--- src/rtl/pf_pkg.sv ---
package pf_pkg;
  typedef enum logic {
    MODE_MISS_ONLY = 1'b0,
    MODE_TAGGED    = 1'b1
  } pf_mode_e;
endpackage

--- src/rtl/pf_line_dir.sv ---
module pf_line_dir #(
  parameter int ADDR_W = 16,
  parameter int IDX_W  = 4
) (
  input  logic              clk_i,
  input  logic              rst_ni,
  input  logic [ADDR_W-1:0] look_addr_i,
  input  logic              clr_i,
  input  logic              fill_valid_i,
  input  logic [ADDR_W-1:0] fill_addr_i,
  input  logic              fill_pf_i,
  output logic              look_tagged_o,
  output logic              next_resident_o
);
  localparam int LINES = 1 << IDX_W;
  localparam int TAG_W = ADDR_W - IDX_W;

  logic             vld_q [LINES];
  logic             pf_q  [LINES];
  logic [TAG_W-1:0] tag_q [LINES];

  logic [ADDR_W-1:0] nxt_addr;
  logic [IDX_W-1:0]  look_idx, nxt_idx, fill_idx;
  logic [TAG_W-1:0]  look_tag, nxt_tag, fill_tag;

  assign nxt_addr = look_addr_i + {{(ADDR_W-1){1'b0}}, 1'b1};
  assign look_idx = look_addr_i[IDX_W-1:0];
  assign look_tag = look_addr_i[ADDR_W-1:IDX_W];
  assign nxt_idx  = nxt_addr[IDX_W-1:0];
  assign nxt_tag  = nxt_addr[ADDR_W-1:IDX_W];
  assign fill_idx = fill_addr_i[IDX_W-1:0];
  assign fill_tag = fill_addr_i[ADDR_W-1:IDX_W];

  assign look_tagged_o   = vld_q[look_idx] && (tag_q[look_idx] == look_tag) && pf_q[look_idx];
  assign next_resident_o = vld_q[nxt_idx] && (tag_q[nxt_idx] == nxt_tag);

  for (genvar i = 0; i < LINES; i++) begin : g_line
    // fill has priority over a tag clear on the same line
    always_ff @(posedge clk_i or negedge rst_ni) begin
      if (!rst_ni) begin
        vld_q[i] <= 1'b0;
        pf_q[i]  <= 1'b0;
        tag_q[i] <= '0;
      end else if (fill_valid_i && fill_idx == IDX_W'(i)) begin
        vld_q[i] <= 1'b1;
        pf_q[i]  <= fill_pf_i;
        tag_q[i] <= fill_tag;
      end else if (clr_i && look_idx == IDX_W'(i)) begin
        pf_q[i]  <= 1'b0;
      end
    end
  end

  AST_CLR_IS_TAGGED: assert property (@(posedge clk_i) disable iff (!rst_ni)
    clr_i |-> look_tagged_o);
endmodule

--- src/rtl/pf_trigger.sv ---
module pf_trigger
  import pf_pkg::*;
#(
  parameter int ADDR_W = 16
) (
  input  pf_mode_e          mode_i,
  input  logic              acc_valid_i,
  input  logic              acc_hit_i,
  input  logic [ADDR_W-1:0] acc_addr_i,
  input  logic              line_tagged_i,
  input  logic              next_resident_i,
  output logic              fire_o,
  output logic              clr_o,
  output logic [ADDR_W-1:0] tgt_addr_o
);
  logic first_use, want;

  assign first_use  = acc_valid_i && acc_hit_i && line_tagged_i;
  assign clr_o      = first_use;
  assign want       = acc_valid_i && (!acc_hit_i || (mode_i == MODE_TAGGED && first_use));
  assign fire_o     = want && !next_resident_i;
  assign tgt_addr_o = acc_addr_i + {{(ADDR_W-1){1'b0}}, 1'b1};
endmodule

--- src/rtl/pf_req_hold.sv ---
module pf_req_hold #(
  parameter int ADDR_W = 16
) (
  input  logic              clk_i,
  input  logic              rst_ni,
  input  logic              load_i,
  input  logic [ADDR_W-1:0] load_addr_i,
  input  logic              ready_i,
  output logic              valid_o,
  output logic [ADDR_W-1:0] addr_o
);
  always_ff @(posedge clk_i or negedge rst_ni) begin
    if (!rst_ni) begin
      valid_o <= 1'b0;
      addr_o  <= '0;
    end else if (load_i) begin
      valid_o <= 1'b1;
      addr_o  <= load_addr_i;
    end else if (ready_i) begin
      valid_o <= 1'b0;
    end
  end

  AST_HOLD_VALID: assert property (@(posedge clk_i) disable iff (!rst_ni)
    valid_o && !ready_i |=> valid_o);
  AST_HOLD_ADDR: assert property (@(posedge clk_i) disable iff (!rst_ni)
    valid_o && !ready_i && !load_i |=> $stable(addr_o));
endmodule

--- src/rtl/tagged_next_prefetcher.sv ---
module tagged_next_prefetcher
  import pf_pkg::*;
#(
  parameter int ADDR_W = 16,
  parameter int IDX_W  = 4
) (
  input  logic              clk_i,
  input  logic              rst_ni,
  input  logic              mode_tagged_i,
  input  logic              acc_valid_i,
  input  logic [ADDR_W-1:0] acc_addr_i,
  input  logic              acc_hit_i,
  input  logic              fill_valid_i,
  input  logic [ADDR_W-1:0] fill_addr_i,
  input  logic              fill_pf_i,
  output logic              pf_valid_o,
  output logic [ADDR_W-1:0] pf_addr_o,
  input  logic              pf_ready_i
);
  logic              line_tagged, next_res, fire, clr;
  logic [ADDR_W-1:0] tgt_addr;
  pf_mode_e          mode;

  assign mode = pf_mode_e'(mode_tagged_i);

  pf_line_dir #(.ADDR_W(ADDR_W), .IDX_W(IDX_W)) u_dir (
    .clk_i          (clk_i),
    .rst_ni         (rst_ni),
    .look_addr_i    (acc_addr_i),
    .clr_i          (clr),
    .fill_valid_i   (fill_valid_i),
    .fill_addr_i    (fill_addr_i),
    .fill_pf_i      (fill_pf_i),
    .look_tagged_o  (line_tagged),
    .next_resident_o(next_res)
  );

  pf_trigger #(.ADDR_W(ADDR_W)) u_trig (
    .mode_i         (mode),
    .acc_valid_i    (acc_valid_i),
    .acc_hit_i      (acc_hit_i),
    .acc_addr_i     (acc_addr_i),
    .line_tagged_i  (line_tagged),
    .next_resident_i(next_res),
    .fire_o         (fire),
    .clr_o          (clr),
    .tgt_addr_o     (tgt_addr)
  );

  pf_req_hold #(.ADDR_W(ADDR_W)) u_hold (
    .clk_i      (clk_i),
    .rst_ni     (rst_ni),
    .load_i     (fire),
    .load_addr_i(tgt_addr),
    .ready_i    (pf_ready_i),
    .valid_o    (pf_valid_o),
    .addr_o     (pf_addr_o)
  );

  AST_MISS_NEXT: assert property (@(posedge clk_i) disable iff (!rst_ni)
    acc_valid_i && !acc_hit_i && !next_res |=>
      pf_valid_o && pf_addr_o == $past(acc_addr_i) + {{(ADDR_W-1){1'b0}}, 1'b1});
  AST_MISSONLY_HIT_QUIET: assert property (@(posedge clk_i) disable iff (!rst_ni)
    acc_valid_i && acc_hit_i && !mode_tagged_i && !pf_valid_o |=> !pf_valid_o);
  AST_RESIDENT_QUIET: assert property (@(posedge clk_i) disable iff (!rst_ni)
    acc_valid_i && next_res && !pf_valid_o |=> !pf_valid_o);
  AST_TAGGED_REARM: assert property (@(posedge clk_i) disable iff (!rst_ni)
    acc_valid_i && acc_hit_i && mode_tagged_i && line_tagged && !next_res |=> pf_valid_o);
endmodule

--- config.mk ---
export PLATFORM = sky130hd
export DESIGN_NAME = tagged_next_prefetcher
export DESIGN_NICKNAME = d
export VERILOG_FILES = /design/src/rtl/pf_pkg.sv /design/src/rtl/pf_line_dir.sv /design/src/rtl/pf_trigger.sv /design/src/rtl/pf_req_hold.sv /design/src/rtl/tagged_next_prefetcher.sv
export SDC_FILE = /design/constraint.sdc
export NUM_CORES = 1
export LEC_CHECK = 0
export ABC_AREA = 1
export ABC_CLOCK_PERIOD_IN_PS = 2300
export BUFFER_PORTS_ARGS = -buffer_cell sky130_fd_sc_hd__buf_2
export CORE_MARGIN = 8
export CORE_UTILIZATION = 40
export CTS_CLUSTER_SIZE = 16
export DETAILED_ROUTE_END_ITERATION = 12
export PLACE_DENSITY = 0.58
export REMOVE_ABC_BUFFERS = 1
export SYNTH_ARGS = -nofsm -noshare
export SYNTH_HDL_FRONTEND = slang
export SYNTH_SLANG_ARGS = --single-unit
--- constraint.sdc ---
create_clock -name clk_i -period 2.3 [get_ports clk_i]
set_clock_uncertainty 0.05 [all_clocks]
set_input_delay 0.46 -clock clk_i [delete_from_list [all_inputs] [get_ports clk_i]]
set_output_delay 0.46 -clock clk_i [all_outputs]
set_load 0.005 [all_outputs]
== Word level (Yosys, flattened, before mapping) ==
Cells that the tools add are included.
W data, S select, Z words.
Storage, ports and cells
  register bits: 241
  latch bits: 0
  bits in writable memories: 0
  ROM bits: 0
  bits of input ports: 40
  output and inout bits: 17
  logic and storage cells: 198
  memories kept: 0
Operators by class
  $add $sub $neg: 1
  multipliers: 0
  divide/modulo/power cells: 0
  $lt $le $gt $ge: 2
  eq/ne operators: 32
  shift-type cells: 0
  muxes and demuxes: 49
  bitwise logic cells: 2
  reductions and logical operators: 62
Operators with widths (number)
  $bmux W12 S4: 2
  $eq A4 B4 Y1 const B: 16
  $mux W12: 4
  $logic_and A1 B1 Y1: 40
  $mux W1: 40
  $reduce_bool A2 Y1: 17
  $eq A4 B3 Y1 const B: 8
  $eq A12 B12 Y1: 2
  $add A16 B1 Y16 const B: 1
  $eq A4 B2 Y1 const B: 4
  $bmux W1 S4: 3
  $ge A5 B5 Y1 const B: 2
  $not A4 Y5: 2
  $eq A4 B1 Y1 const B: 2
  $logic_not A4 Y1: 2
  $logic_not A1 Y1: 2
  $logic_or A1 B1 Y1: 1

== Depth between registers and ports, before layout ==
Gate-level depths: netlist (run 1).
  word-level depth: 13
  depth in mapped cells: 23
  mapped depth without buffers: 18

== Modules after synthesis ==
Synthesis (run 1) repeated with hierarchy kept, for this count alone.
Second synthesis, totals
  cells, all modules: 2128
  area, all modules: 14501.4 um^2
By module, submodules not included
  pf_line_dir: times used 1, cells each 1978, area each 13402.9 um^2, seq. area each 5605.4 um^2
  pf_req_hold: times used 1, cells each 72, area each 675.6 um^2, seq. area each 425.4 um^2
  pf_trigger: times used 1, cells each 78, area each 422.9 um^2, seq. area each 0.0 um^2

== Least setup slack after synthesis (run 1) ==
OpenSTA, ideal clock, no wires.
  kind: input -> register
  start point: input acc_addr_i[0]
  end point: register u_hold.addr_o[7]
  setup time: 0.116 ns
  arrival time: 2.910 ns
  data required time: 2.134 ns
  path slack: -0.776 ns
  stages: 22
  path buffers: 7
  cell sequence: buf_4 > inv_2 > buf_6 > buf_6 > buf_2 > ha_1 > buf_2 > buf_1 > nand3_1 > nand3_1 > nand3_1 > nand2_1 > nand2_1 > nand2_1 > inv_2 > nand2_1 > nor2_1 > a21oi_4 > nand2_4 > buf_6 > nand2_1 > nand2_1
Between the ends
  elaborated cells on any way between the ends: 29
RTL lines
  from (decl): RTL line tagged_next_prefetcher.sv:11  | input logic [ADDR_W-1:0] acc_addr_i,
  $add A16 B1 Y16 *: RTL line pf_trigger.sv:22  | assign tgt_addr_o = acc_addr_i + {{(ADDR_W-1){1'b0}}, 1'b1};
  net tgt_addr[0]: RTL line tagged_next_prefetcher.sv:21  | logic [ADDR_W-1:0] tgt_addr;
  $not A4 Y5 (not written as such) *: RTL line pf_line_dir.sv:35  | assign next_resident_o = vld_q[nxt_idx] && (tag_q[nxt_idx] == nxt_tag);
  $bmux W12 S4: RTL line pf_line_dir.sv:35
  $mux W12 (not written as such) (2 in series): RTL line pf_line_dir.sv:35
  $eq A12 B12 Y1: RTL line pf_line_dir.sv:35
  $logic_and A1 B1 Y1 *: RTL line pf_line_dir.sv:35
  $logic_not A1 Y1 *: RTL line pf_trigger.sv:21  | assign fire_o = want && !next_resident_i;
  $logic_and A1 B1 Y1 *: RTL line pf_trigger.sv:21
  to (signal assigned): RTL line pf_req_hold.sv:18  | addr_o <= load_addr_i;
  to (decl): RTL line pf_req_hold.sv:10  | output logic [ADDR_W-1:0] addr_o
The timed path passes the listed nets; every way through them passes the cells marked *. The select of a mux whose other input is x is not followed.
A chain may end at the register's enable or synchronous reset.

== Worst setup path in the final report (run 1) ==
  start point: input acc_addr_i[0]
  end point: register u_hold.addr_o[7]
Between the ends
  word-level cells in the longest chain between the ends: 12
  elaborated cells on any way between the ends: 29
RTL lines
  parallel branches: the longest is 12 deep, another holds $add A16 B1 Y16
Parallel ways; which one is timed is not known. The select of a mux whose other input is x is not followed.

==> metrics.cfg, run 1 <==
[global_routing]
gr-usage-all-layers=0.250
grt_start_max_net_pins=58
grt-ovfl-total=0
antenna_found_initial=1
grt_pass1_wl_mm=82.3
grt_pass1_vias=13909

[floorplan]
rows=69
die_height_um=206
core-area_um2=35600
die-area_um2=42500
die_w_um=206
start_util=0.406
ios=57

[clocking]
htree_levels=1
clockRootBuffer=clkbuf_16
path_clk_slew_ns=0.06
cts_tree=built
clkSinkCount=241
clockBufferDepth=3
clock_latency_ns=0.58
numCtsBuffers=29

[sta]
hold_viol_final=0
min_period_over_period=1.03
fin_crit_ns=2.36
fmax_mhz=424
rsz0062_at_grt=yes
worstMarginPinSlew_ns=0.547
slew_violations=0
fin_tns_setup_ns=-0.187
fin_ws_ns=-0.0581
relSlewSlack=0.635
setup_viol=10

[power]
intPower_uw=9170
ir_drop_uv=655
seqPwrFrac=0.408
p_per_area_nw_per_um2=753
p_clk_frac=0.318
combinationalPowerShare=0.274
leakagePower_uw=0.00916
swShare=0.338
power_switching_uw=4690

[drt]
ant_nets=0
vias_per_cell=5.41
num_vias=15031
drtIter0Drc=1703
post_drt_wl_per_cell_um=19.7
postRouteWirelength_mm=54.7
drc=0
drt_first_pass_iters=6

[setup_path]
path_class=in -> reg
worstPathRequired_ns=2.69
rr_endpoint=u_hold.addr_o[7]
r2r_slack_ns=0.03
arrival_ns=2.75
startpoint_type=input pin
end_kind=flop
path_max_fanout=9
reg2reg_from=u_dir.tag_q[171]
ff2ff_path_depth=16

[cells_and_area]
fin_area_um2=18400
layout-drive-gt1-share=0.176
nets=2344
synthToLayoutAreaGrowth_pct=27.4

[outcome]
status=complete, but fails checks
violations=setup timing

[synth]
syn_area_um2=14400
ys_seq_area_frac=0.417
yosysUniqueCellTypes=34
ys_ff_latch=241
synth_warnings=0
postSynthCellCount=2164
avgSynthCellArea_um2=6.68

[place]
place_area_um2=16300
place_hpwl_mm=36.7
dpl_worst_slack_ns=-0.728
io_buffers=56
place_congestion=0.945

[min_path]
min_path_type=in -> reg
hold_path_startpoint=fill_addr_i[6]
holdPathEnd=u_dir.tag_q[2]
whs_path_depth=3

[job]
maxCapViolCount=0

[power groups by stage]
stage | clock, uW | combinational (uW) | sequential [uW]
finish | 4410 | 3800 | 5650
global route | 4690 | 4260 | 5740
CTS | 4520 | 3540 | 5620
detailed placement | 0 | 3340 | 5680
global placement | 0 | 3280 | 5680
floorplan | 0 | 2000 | 5540
[kinds of logic (layout without fill, tap and decap cells)]
| family | after synthesis | count (layout) | synth area share |
|---|---|---|---|
| and+or+nand+nor | 1217 | 1218 | 0.346 |
| DFF | 241 | 241 | 0.417 |
| adders and majority gates | 4 | 4 | 0.00346 |
| buffers and inverters | 372 | 522 | 0.107 |
| xor gates and xnor gates | 14 | 14 | 0.0108 |
| AOI/OAI and AO/OA | 315 | 315 | 0.115 |
| muxes | 1 | 1 | 0.000693 |
| other | 0 | 1 | 0 |
[worst max path at each step]
stage,from,endpoint,slack (ns),cells past startpoint
global route,acc_addr_i[0],u_hold.addr_o[7],-0.1,21
floorplan,acc_addr_i[0],u_hold.addr_o[0],-3.07,17
finish,acc_addr_i[0],u_hold.addr_o[7],-0.06,21
global placement,acc_addr_i[0],u_hold.addr_o[6],-0.73,18
CTS,acc_addr_i[0],u_hold.addr_o[3],0.002,20
detailed placement,acc_addr_i[0],u_hold.addr_o[3],-0.73,18
[layer usage]
layer,global-route usage,share of wire
met1,0.347,0.43
met2,0.392,0.45
met3,0.0359,0.087
met4,0.0877,0.032
met5,0,0
[area by class of cell]
| cell class | instances | area, um^2 |
|---|---|---|
| diodes | 1 | 2.50 |
| clock buffers | 43 | 868 |
| clock inverters | 3 | 21.3 |
| fillers | 3454 | 17200 |
| inverters | 237 | 897 |
| multi-input cells | 1552 | 7440 |
| flip-flops and latches | 241 | 6030 |
| well taps | 461 | 577 |
| repair buffers | 239 | 2570 |
[critical path, cell delays in order]
cell,delay [ns]
buf_12,0.11
buf_12,0.12
ha_4,0.18
buf_6,0.14
xor2_4,0.16
buf_6,0.13
buf_12,0.12
buf_6,0.11
nand3_2,0.07
nand3_2,0.10
nand2_1,0.08
nand2_1,0.06
nand2_1,0.08
inv_2,0.04
nand2_2,0.09
nor2_4,0.04
a21oi_4,0.24
buf_6,0.16
nand2_8,0.08
nand2_1,0.09
nand2_1,0.06
[stage by stage]
| stage | utilization | hold WS (ns) | cells | power [uW] |
|---|---|---|---|---|
| 2_1_floorplan | - | 0.114 | 2029 | 7540 |
| 3_3_place_gp | 0.457 | 0.395 | 2695 | 8960 |
| 3_5_place_dp | 0.457 | 0.395 | 2695 | 9020 |
| 4_1_cts | 0.496 | 0.158 | 2762 | 13700 |
| 5_1_grt | 0.517 | 0.186 | 2776 | 14700 |
| 6_report | 0.517 | 0.181 | 2777 | 13900 |
[cell usage after synthesis (all sizes together)]
master  number  area (um^2)
xnor2        1         16.3
nand4       12         75.1
nor3         6         30.0
xor2        13          140
o22ai        2         12.5
dfrtp      241         6030
inv        237          890
a21o         1         7.51
a21oi       38          201
nand2      826         3110
buf         80          453
or2          6         37.5
nand3      272         1370
o21ai      249         1250
nor2        95          377
mux2i        1         10.0
clkbuf      55          208
o211ai      25          188
ha           4         50.1
[flip-flops by register name (all words and copies together), names as in the netlist]
name and count:
u_hold.addr_o 16, u_hold.valid_o 1, u_dir.pf_q 16, u_dir.tag_q 192, u_dir.vld_q 16
[cell usage in the layout (no fill, tap or decap), types with 4 or more instances in the layout]
cell type  instances
nor2_2            14
a21oi_1           35
nand3_1          215
nand2_2           20
o211ai_1          25
xor2_1             9
clkbuf_16         37
buf_16             9
or2_2              5
nor2_1            76
nand3_2           50
clkbuf_8           9
o21ai_0          226
nand2_1          801
buf_4            110
nand3_4            7
inv_1            227
nand4_1           12
o21ai_1           22
clkbuf_1           5
buf_12            35
nor3_1             4
dfrtp_1          241
inv_2              8
buf_6             18
nor2_4             5
buf_2             52
[repair_timing]
action / 4_1_cts / 5_1_grt
pin swaps: 19 / 54
buffers inserted: 11 / 7
endpoints found under the setup margin: 21 / 32
gates cloned: 8 / 8
hold buffers: 2 / 0
endpoints found under the hold margin: 54 / 0
resized for setup: 45 / 127
Note: power is estimated with default switching activity, not from simulation.
==> run 2, diff against run 1 <==
--- a/config.mk
+++ b/config.mk
@@ -16,4 +16,5 @@
 export REMOVE_ABC_BUFFERS = 1
 export SYNTH_ARGS = -nofsm -noshare
 export SYNTH_HDL_FRONTEND = slang
+export SYNTH_HIERARCHICAL = 1
 export SYNTH_SLANG_ARGS = --single-unit
==> run 2 against run 1 <==
  * Synthesized cell count fell by 1.7%
  * Largest cell class unchanged
  * Cell count rose by 5.1%
  * Critical endpoint is now u_hold/addr_o[7]
  * Sequential share of layout area fell by 1.8 points
  * Count of clock-buffer cells in the layout rose by 1
  * Die area rose by 0.34%
  * The run still ends with setup timing left
  * Worst hold slack got worse by 0.11 ns
  * Clock power rose by 9.8%
  * Maximum frequency fell by 11%
  * Total power rose by 5.3%
==> metrics.cfg, run 2 <==
[min_path]
whs_path_depth=4  ; was 3
holdPathEnd=u_hold/valid_o  ; was u_dir.tag_q[2]
hold_path_startpoint=pf_ready_i  ; was fill_addr_i[6]
min_path_type=in -> reg  ; unchanged

[drt]
num_vias=15593  ; was 15031
ant_nets=0  ; unchanged
drt_first_pass_iters=7  ; was 6
postRouteWirelength_mm=56.2  ; was 54.7 mm
drtIter0Drc=1570  ; was 1703
drc=0  ; unchanged
vias_per_cell=5.34  ; was 5.41
post_drt_wl_per_cell_um=19.2  ; was 19.7 um

[global_routing]
grt_pass1_wl_mm=84.9  ; was 82.3 mm
grt-ovfl-total=0  ; unchanged
antenna_found_initial=2  ; was 1
grt_pass1_vias=14674  ; was 13909
grt_start_max_net_pins=45  ; was 58
gr-usage-all-layers=0.260  ; was 0.250

[floorplan]
die_w_um=206  ; about the same
die_height_um=206  ; about the same
ios=57  ; unchanged
die-area_um2=42600  ; was 42500 um^2
start_util=0.407  ; was 0.406
core-area_um2=35700  ; was 35600 um^2
rows=69  ; unchanged

[setup_path]
ff2ff_path_depth=20  ; was 16
end_kind=flop  ; unchanged
crit_top_cell=nand2_1  ; unchanged
worstPathRequired_ns=2.70  ; was 2.69 ns
path_class=in -> reg  ; unchanged
worstPathCellList=buf_2 > buf_12 > ha_4 > buf_8 > xnor2_4 > buf_8 > nand3_1 > nand3_2 > nand2_2 > nand2_1 > nand2_1 > nor2_1 > nand3_1 > nor2_2 > nor3_2 > buf_4 > bufbuf_16 > nand2_2 > nand2_1  ; was buf_12 > buf_12 > ha_4 > buf_6 > xor2_4 > buf_6 > buf_12 > buf_6 > nand3_2 > nand3_2 > nand2_1 > nand2_1 > nand2_1 > inv_2 > nand2_2 > nor2_4 > a21oi_4 > buf_6 > nand2_8 > nand2_1 > nand2_1
path_max_fanout=7  ; was 9
slowest_delay_ns=0.29  ; was 0.24 ns
reg2reg_from=u_dir/tag_q[113]  ; was u_dir.tag_q[171]
crit_family=simple AND/OR/NAND/NOR gates  ; was buffers and inverters
crit_path_top_delay_cell=xnor2_4  ; was a21oi_4
r2r_slack_ns=-0.26  ; was 0.03 ns
path_buf_inv=6  ; was 8
startpoint=acc_addr_i[1]  ; was acc_addr_i[0]
startpoint_type=input pin  ; unchanged
arrival_ns=3.06  ; was 2.75 ns
rr_endpoint=u_hold/addr_o[7]  ; was u_hold.addr_o[7]

[place]
place_area_um2=17600  ; was 16300 um^2
place_hpwl_mm=35.2  ; was 36.7 mm
placed_cells=2838  ; was 2695
place_congestion=0.905  ; was 0.945
dpl_worst_slack_ns=-0.905  ; was -0.728 ns
io_buffers=56  ; unchanged

[power]
p_per_area_nw_per_um2=750  ; was 753 nW/um^2
intPower_uw=9970  ; was 9170 uW
combinationalPowerShare=0.293  ; was 0.274
power_switching_uw=4640  ; was 4690 uW
seqPwrFrac=0.375  ; was 0.408
leakagePower_uw=0.00998  ; was 0.00916 uW
p_clk_frac=0.332  ; was 0.318
swShare=0.318  ; was 0.338
ir_drop_uv=566  ; was 655 uV

[synth]
yosysUniqueCellTypes=36  ; was 34
yosysMostFrequentCell=nand2_1  ; unchanged
synth_top_area_share=0.416  ; was 0.417
yosysTopAreaCell=dfrtp_1  ; unchanged
ys_ff_latch=241  ; unchanged
syn_area_um2=14500  ; was 14400 um^2
synth_common_cells=nand2_1 (826), o21ai_0 (289), dfrtp_1 (241), nand3_1 (197), inv_1 (168)  ; was nand2_1 (824), nand3_1 (271), dfrtp_1 (241), inv_1 (233), o21ai_0 (230)
yosys-top-cells-area=dfrtp_1 (42%), nand2_1 (21%), o21ai_0 (10%), nand3_1 (6.8%), inv_1 (4.3%)  ; was dfrtp_1 (42%), nand2_1 (21%), nand3_1 (9.4%), o21ai_0 (8.0%), inv_1 (6.1%)
synth_edf_count=0  ; unchanged
synth_warnings=6  ; was 0
synthFlopType=dfrtp_1  ; unchanged
synthArstFlopShare=1.00  ; unchanged
avgSynthCellArea_um2=6.81  ; was 6.68 um^2
postSynthCellCount=2128  ; was 2164
ys_seq_area_frac=0.416  ; was 0.417

[cells_and_area]
fill_cells=3393  ; was 3454
fin_util=0.546  ; was 0.517
nets=2480  ; was 2344
stdcell_count=2919  ; was 2777
synthToLayoutAreaGrowth_pct=34.3  ; was 27.4%
final_common_cell=nand2_1  ; unchanged
layout_common_cells=nand2_1 (792), buf_4 (284), o21ai_0 (260), dfrtp_1 (241), nand3_1 (186)  ; was nand2_1 (801), dfrtp_1 (241), inv_1 (227), o21ai_0 (226), nand3_1 (215)
diodes=0  ; was 1
layout-drive-gt1-share=0.231  ; was 0.176
fin_area_um2=19500  ; was 18400 um^2
top_register=u_dir/tag_q  ; was u_dir.tag_q
largest_reg_flops=192  ; unchanged

[sta]
worstMarginPinSlew_ns=0.529  ; was 0.547 ns
setup_viol=33  ; was 10
relSlewSlack=0.647  ; was 0.635
fin_tns_setup_ns=-7.52  ; was -0.187 ns
fmax_mhz=377  ; was 424 MHz
fin_crit_ns=2.65  ; was 2.36 ns
hold_viol_final=0  ; unchanged
min_period_over_period=1.15  ; was 1.03
rsz0062_at_grt=yes  ; unchanged
slew_violations=0  ; unchanged
fin_ws_ns=-0.355  ; was -0.0581 ns

[clocking]
cts_tree=built  ; unchanged
clockRootBuffer=clkbuf_16  ; unchanged
htree_levels=1  ; unchanged
clockBufferDepth=3  ; unchanged
clock_latency_ns=0.58  ; about the same
path_clk_slew_ns=0.06  ; about the same
numCtsBuffers=29  ; unchanged
clkSinkCount=241  ; unchanged

[job]
maxCapViolCount=0  ; unchanged

[outcome]
status=complete, but fails checks  ; unchanged
violations=setup timing  ; unchanged

## run 2: cell types whose count changed after synthesis, sizes merged, moves of 10 or more
| cell | previous run | this run |
|---|---|---|
| o21ai | 249 | 304 |
| nor2 | 95 | 120 |
| inv | 237 | 172 |
| nand3 | 272 | 210 |
| nand2 | 826 | 836 |
| o211ai | 25 | 42 |
## run 2: stage by stage
step | hold slack (ns) | total power [uW]
2_1_floorplan | 0.114 | 7350
3_5_place_dp | 0.357 | 9470
3_3_place_gp | 0.361 | 9390
4_1_cts | 0.0527 | 14500
5_1_grt | 0.0660 | 15400
6_report | 0.0678 | 14600
## run 2: tightest hold or removal path, cell delays in order
cell,delay (ns)
buf_2,0.08
inv_1,0.03
nand2_1,0.04
nand2_1,0.04
## run 2: logic make-up (layout without fill, tap and decap cells)
| group | count (synthesis) | in the layout | synth area share |
|---|---|---|---|
| and+or+nand+nor | 1181 | 1181 | 0.337 |
| xor gates and xnor gates | 17 | 17 | 0.0131 |
| AOI/OAI and AO/OA | 378 | 378 | 0.138 |
| DFF | 241 | 241 | 0.416 |
| buffers and inverters | 306 | 636 | 0.0915 |
| adders and majority gates | 5 | 5 | 0.00431 |
## run 2: layout make-up
cell class	count	area, um^2	area share
multi-input combinational	1581	7380	0.379
timing repair buffer	407	3780	0.194
sequential	241	6030	0.310
clock inverter	10	133	0.00681
inverter	174	693	0.0356
tap	461	577	0.0296
timing repair inverter	1	11.3	0.000578
clock buffer	44	872	0.0448
## run 2: per-layer routing
| layer | GRT usage | up-vias | part of all wire |
|---|---|---|---|
| li1 | - | 7436 | - |
| met1 | 0.350 | 7384 | 0.43 |
| met2 | 0.419 | 660 | 0.45 |
| met3 | 0.0453 | 111 | 0.085 |
| met4 | 0.0861 | 2 | 0.033 |
| met5 | 0 | - | 0.00016 |
## run 2: what timing repair did
item,CTS,global route
resized for setup,61,81
cloned,11,5
endpoints found under the hold margin,38,0
endpoints found under the setup margin,33,33
hold buffers,1,0
pin swaps,0,16
setup buffers,5,5
## run 2: power by group through the flow
stage / registers [uW] / logic, uW / clock network (uW)
floorplan: 5500 / 1850 / 0
global placement: 5500 / 3890 / 0
detailed placement: 5520 / 3950 / 0
CTS: 5460 / 4150 / 4920
global route: 5570 / 4770 / 5100
finish: 5480 / 4290 / 4840
## run 2: worst max path at each step
stage                       end  slack [ns]  depth (start not counted)
6_report       u_hold/addr_o[7]       -0.35                         19
5_1_grt        u_hold/addr_o[6]       -0.39                         21
4_1_cts        u_hold/addr_o[8]       -0.24                         19
3_5_place_dp   u_hold/addr_o[5]       -0.91                         21
3_3_place_gp   u_hold/addr_o[9]       -0.83                         22
2_1_floorplan  u_hold/addr_o[0]       -4.12                         17
==> run 3, diff against run 2 <==
--- a/config.mk
+++ b/config.mk
@@ -14,7 +14,7 @@
 export DETAILED_ROUTE_END_ITERATION = 12
 export PLACE_DENSITY = 0.58
 export REMOVE_ABC_BUFFERS = 1
+export SETUP_SLACK_MARGIN = 0.1
 export SYNTH_ARGS = -nofsm -noshare
 export SYNTH_HDL_FRONTEND = slang
-export SYNTH_HIERARCHICAL = 1
 export SYNTH_SLANG_ARGS = --single-unit
==> constraint.sdc (replaced) <==
create_clock -name clk_i -period 2.3 [get_ports clk_i]
set_clock_uncertainty 0.05 [all_clocks]
set_input_delay 0.115 -clock clk_i [delete_from_list [all_inputs] [get_ports clk_i]]
set_output_delay 0.115 -clock clk_i [all_outputs]
set_load 0.005 [all_outputs]
==> run 3 against run 2 <==
  * Die area down 0.33%
  * Critical path type is now reg -> reg
  * Sequential cell count unchanged
  * Routed wire length down 8.0%
  * Cell count down 5.3%
  * Sequential power up 3%
  * Worst setup slack better by 0.48 ns
  * The flow now finishes without violations
  * Largest cell class unchanged
==> metrics.cfg, run 3 (same netlist as run 1, synthesis figures left out) <==
[sta]
slew_violations=0  ; unchanged
fin_crit_ns=2.18  ; was 2.65 ns
relSlewSlack=0.570  ; was 0.647
hold_viol_final=0  ; unchanged
rsz0062_at_grt=yes  ; unchanged
fmax_mhz=460  ; was 377 MHz
fin_ws_ns=0.124  ; was -0.355 ns
min_period_over_period=0.946  ; was 1.15
setup_viol=0  ; was 33
worstMarginPinSlew_ns=0.644  ; was 0.529 ns

[setup_path]
arrival_ns=2.56  ; was 3.06 ns
crit_path_top_delay_cell=dfrtp_1  ; was xnor2_4
worstPathRequired_ns=2.69  ; was 2.70 ns
end_kind=flop  ; unchanged
r2r_slack_ns=0.12  ; was -0.26 ns
slowest_delay_ns=0.38  ; was 0.29 ns
worstPathCellList=inv_1 > nand2_1 > nand3_1 > nand2_2 > nand2_2 > nand2_2 > nor2_2 > nor2_1 > nor2_1 > nand3_1 > nor2_4 > buf_6 > buf_6 > nand3_1 > nand2_1 > a21oi_1  ; was buf_2 > buf_12 > ha_4 > buf_8 > xnor2_4 > buf_8 > nand3_1 > nand3_2 > nand2_2 > nand2_1 > nand2_1 > nor2_1 > nand3_1 > nor2_2 > nor3_2 > buf_4 > bufbuf_16 > nand2_2 > nand2_1
path_max_fanout=7  ; unchanged
crit_family=simple AND/OR/NAND/NOR gates  ; unchanged
startpoint_type=flop  ; was input pin
path_buf_inv=3  ; was 6
path_class=reg -> reg  ; was in -> reg

[clocking]
clockRootBuffer=clkbuf_16  ; unchanged
clkSinkCount=241  ; unchanged
htree_levels=1  ; unchanged
cts_tree=built  ; unchanged
clockBufferDepth=3  ; unchanged
numCtsBuffers=29  ; unchanged
path_clk_slew_ns=0.06  ; about the same
clock_latency_ns=0.58  ; about the same

[outcome]
status=completed  ; was complete, but fails checks

[power]
swShare=0.331  ; was 0.318
p_per_area_nw_per_um2=791  ; was 750 nW/um^2
leakagePower_uw=0.00882  ; was 0.00998 uW
power_switching_uw=4610  ; was 4640 uW
combinationalPowerShare=0.251  ; was 0.293
intPower_uw=9320  ; was 9970 uW
seqPwrFrac=0.404  ; was 0.375
ir_drop_uv=647  ; was 566 uV
p_clk_frac=0.344  ; was 0.332
fin_total_pwr_uw=13900  ; was 14600 uW

[cells_and_area]
largest_reg_flops=192  ; unchanged
fill_cells=3534  ; was 3393
final_common_cell=nand2_1  ; unchanged
layout_common_cells=nand2_1 (801), nand3_1 (251), dfrtp_1 (241), o21ai_0 (228), inv_1 (219)  ; was nand2_1 (792), buf_4 (284), o21ai_0 (260), dfrtp_1 (241), nand3_1 (186)
nets=2324  ; was 2480
top_register=u_dir.tag_q  ; was u_dir/tag_q
synthToLayoutAreaGrowth_pct=21.9  ; was 34.3%
fin_util=0.495  ; was 0.546
layout-drive-gt1-share=0.149  ; was 0.231

[floorplan]
start_util=0.406  ; was 0.407
die-area_um2=42500  ; was 42600 um^2
die_height_um=206  ; about the same
ios=57  ; unchanged
core-area_um2=35600  ; was 35700 um^2
rows=69  ; unchanged
die_w_um=206  ; about the same

[global_routing]
use_met1=0.345  ; was 0.350
grt_busiest_layer=met2  ; unchanged
gr-usage-all-layers=0.240  ; was 0.260
grt-ovfl-total=0  ; unchanged
grt_use_met2=0.374  ; was 0.419
grt_pass1_vias=13716  ; was 14674
grt_start_max_net_pins=67  ; was 45
grt_pass1_wl_mm=79.4  ; was 84.9 mm
antenna_found_initial=2  ; unchanged
use_met3=0.0249  ; was 0.0453

[drt]
drt_first_pass_iters=7  ; unchanged
ant_nets=0  ; unchanged
drtIter0Drc=1416  ; was 1570
vias_per_cell=5.31  ; was 5.34
postRouteWirelength_mm=51.6  ; was 56.2 mm
num_vias=14670  ; was 15593
post_drt_wl_per_cell_um=18.7  ; was 19.2 um
drc=0  ; unchanged

[place]
dpl_worst_slack_ns=-0.395  ; was -0.905 ns
io_buffers=56  ; unchanged
place_hpwl_mm=36.0  ; was 35.2 mm
place_congestion=0.943  ; was 0.905

[job]
maxCapViolCount=0  ; unchanged

[min_path]
min_path_type=in -> reg  ; unchanged

==> run 3: power by group through the flow <==
stage | Combinational, uW | Sequential [uW] | Clock, uW
floorplan | 2000 | 5540 | 0
global placement | 3260 | 5660 | 0
detailed placement | 3310 | 5670 | 0
CTS | 3360 | 5610 | 4870
global route | 3960 | 5720 | 5050
finish | 3500 | 5630 | 4800
==> run 3: final timing paths <==
check,endpoint,cells after the start,startpoint
min in group asynchronous,u_dir.tag_q[101],2,rst_ni
max reg2reg,u_dir.pf_q[15],16,u_dir.tag_q[148]
min reg2reg,u_dir.vld_q[1],2,u_dir.vld_q[1]
min,u_dir.pf_q[9],5,fill_addr_i[0]
max,u_dir.pf_q[15],16,u_dir.tag_q[148]
max in group asynchronous,u_dir.tag_q[9],3,rst_ni
==> run 3: worst min-delay path: stages <==
cell and delay, ns:
buf_2 0.11, nor2_1 0.07, nand2_1 0.08, buf_4 0.17
a21oi_1 0.08
==> run 3: area by class of cell <==
cell class | count | area, um^2 | area share
Clock buffer | 42 | 845 | 0.0479
Multi-Input combinational cell | 1553 | 7150 | 0.406
Timing Repair Buffer | 218 | 1980 | 0.113
Antenna cell | 1 | 2.50 | 0.000142
Tap cell | 461 | 577 | 0.0327
Sequential cell | 241 | 6030 | 0.342
Clock inverter | 11 | 139 | 0.00788
Inverter | 237 | 892 | 0.0506
==> run 3: per-stage QoR <==
stage / hold slack, ns / setup TNS, ns / std cells / instance area [um^2]
after floorplan: -0.231 / -54.50 / 2029 / 13800
after global placement: 0.0842 / -8.37 / 2675 / 16000
after detailed placement: 0.0804 / -8.36 / 2675 / 16000
after CTS: 0.0208 / 0 / 2749 / 17300
after global routing: 0.0663 / 0 / 2764 / 17600
final: 0.0466 / 0 / 2764 / 17600
==> run 3: layer usage <==
layer / wire length, um / part of all wire
met5: 10 / 0.00019
met4: 1540 / 0.030
met3: 3550 / 0.069
met2: 23000 / 0.45
met1: 23600 / 0.46
==> run 3: timing repair <==
action | 4_1_cts | 5_1_grt
buffers inserted | 1 | 10
hold endpoints to repair | 352 | 0
endpoints found under the setup margin | 22 | 33
cloned | 0 | 4
resized for setup | 10 | 74
hold buffers | 20 | 0
pin swaps | 6 | 32
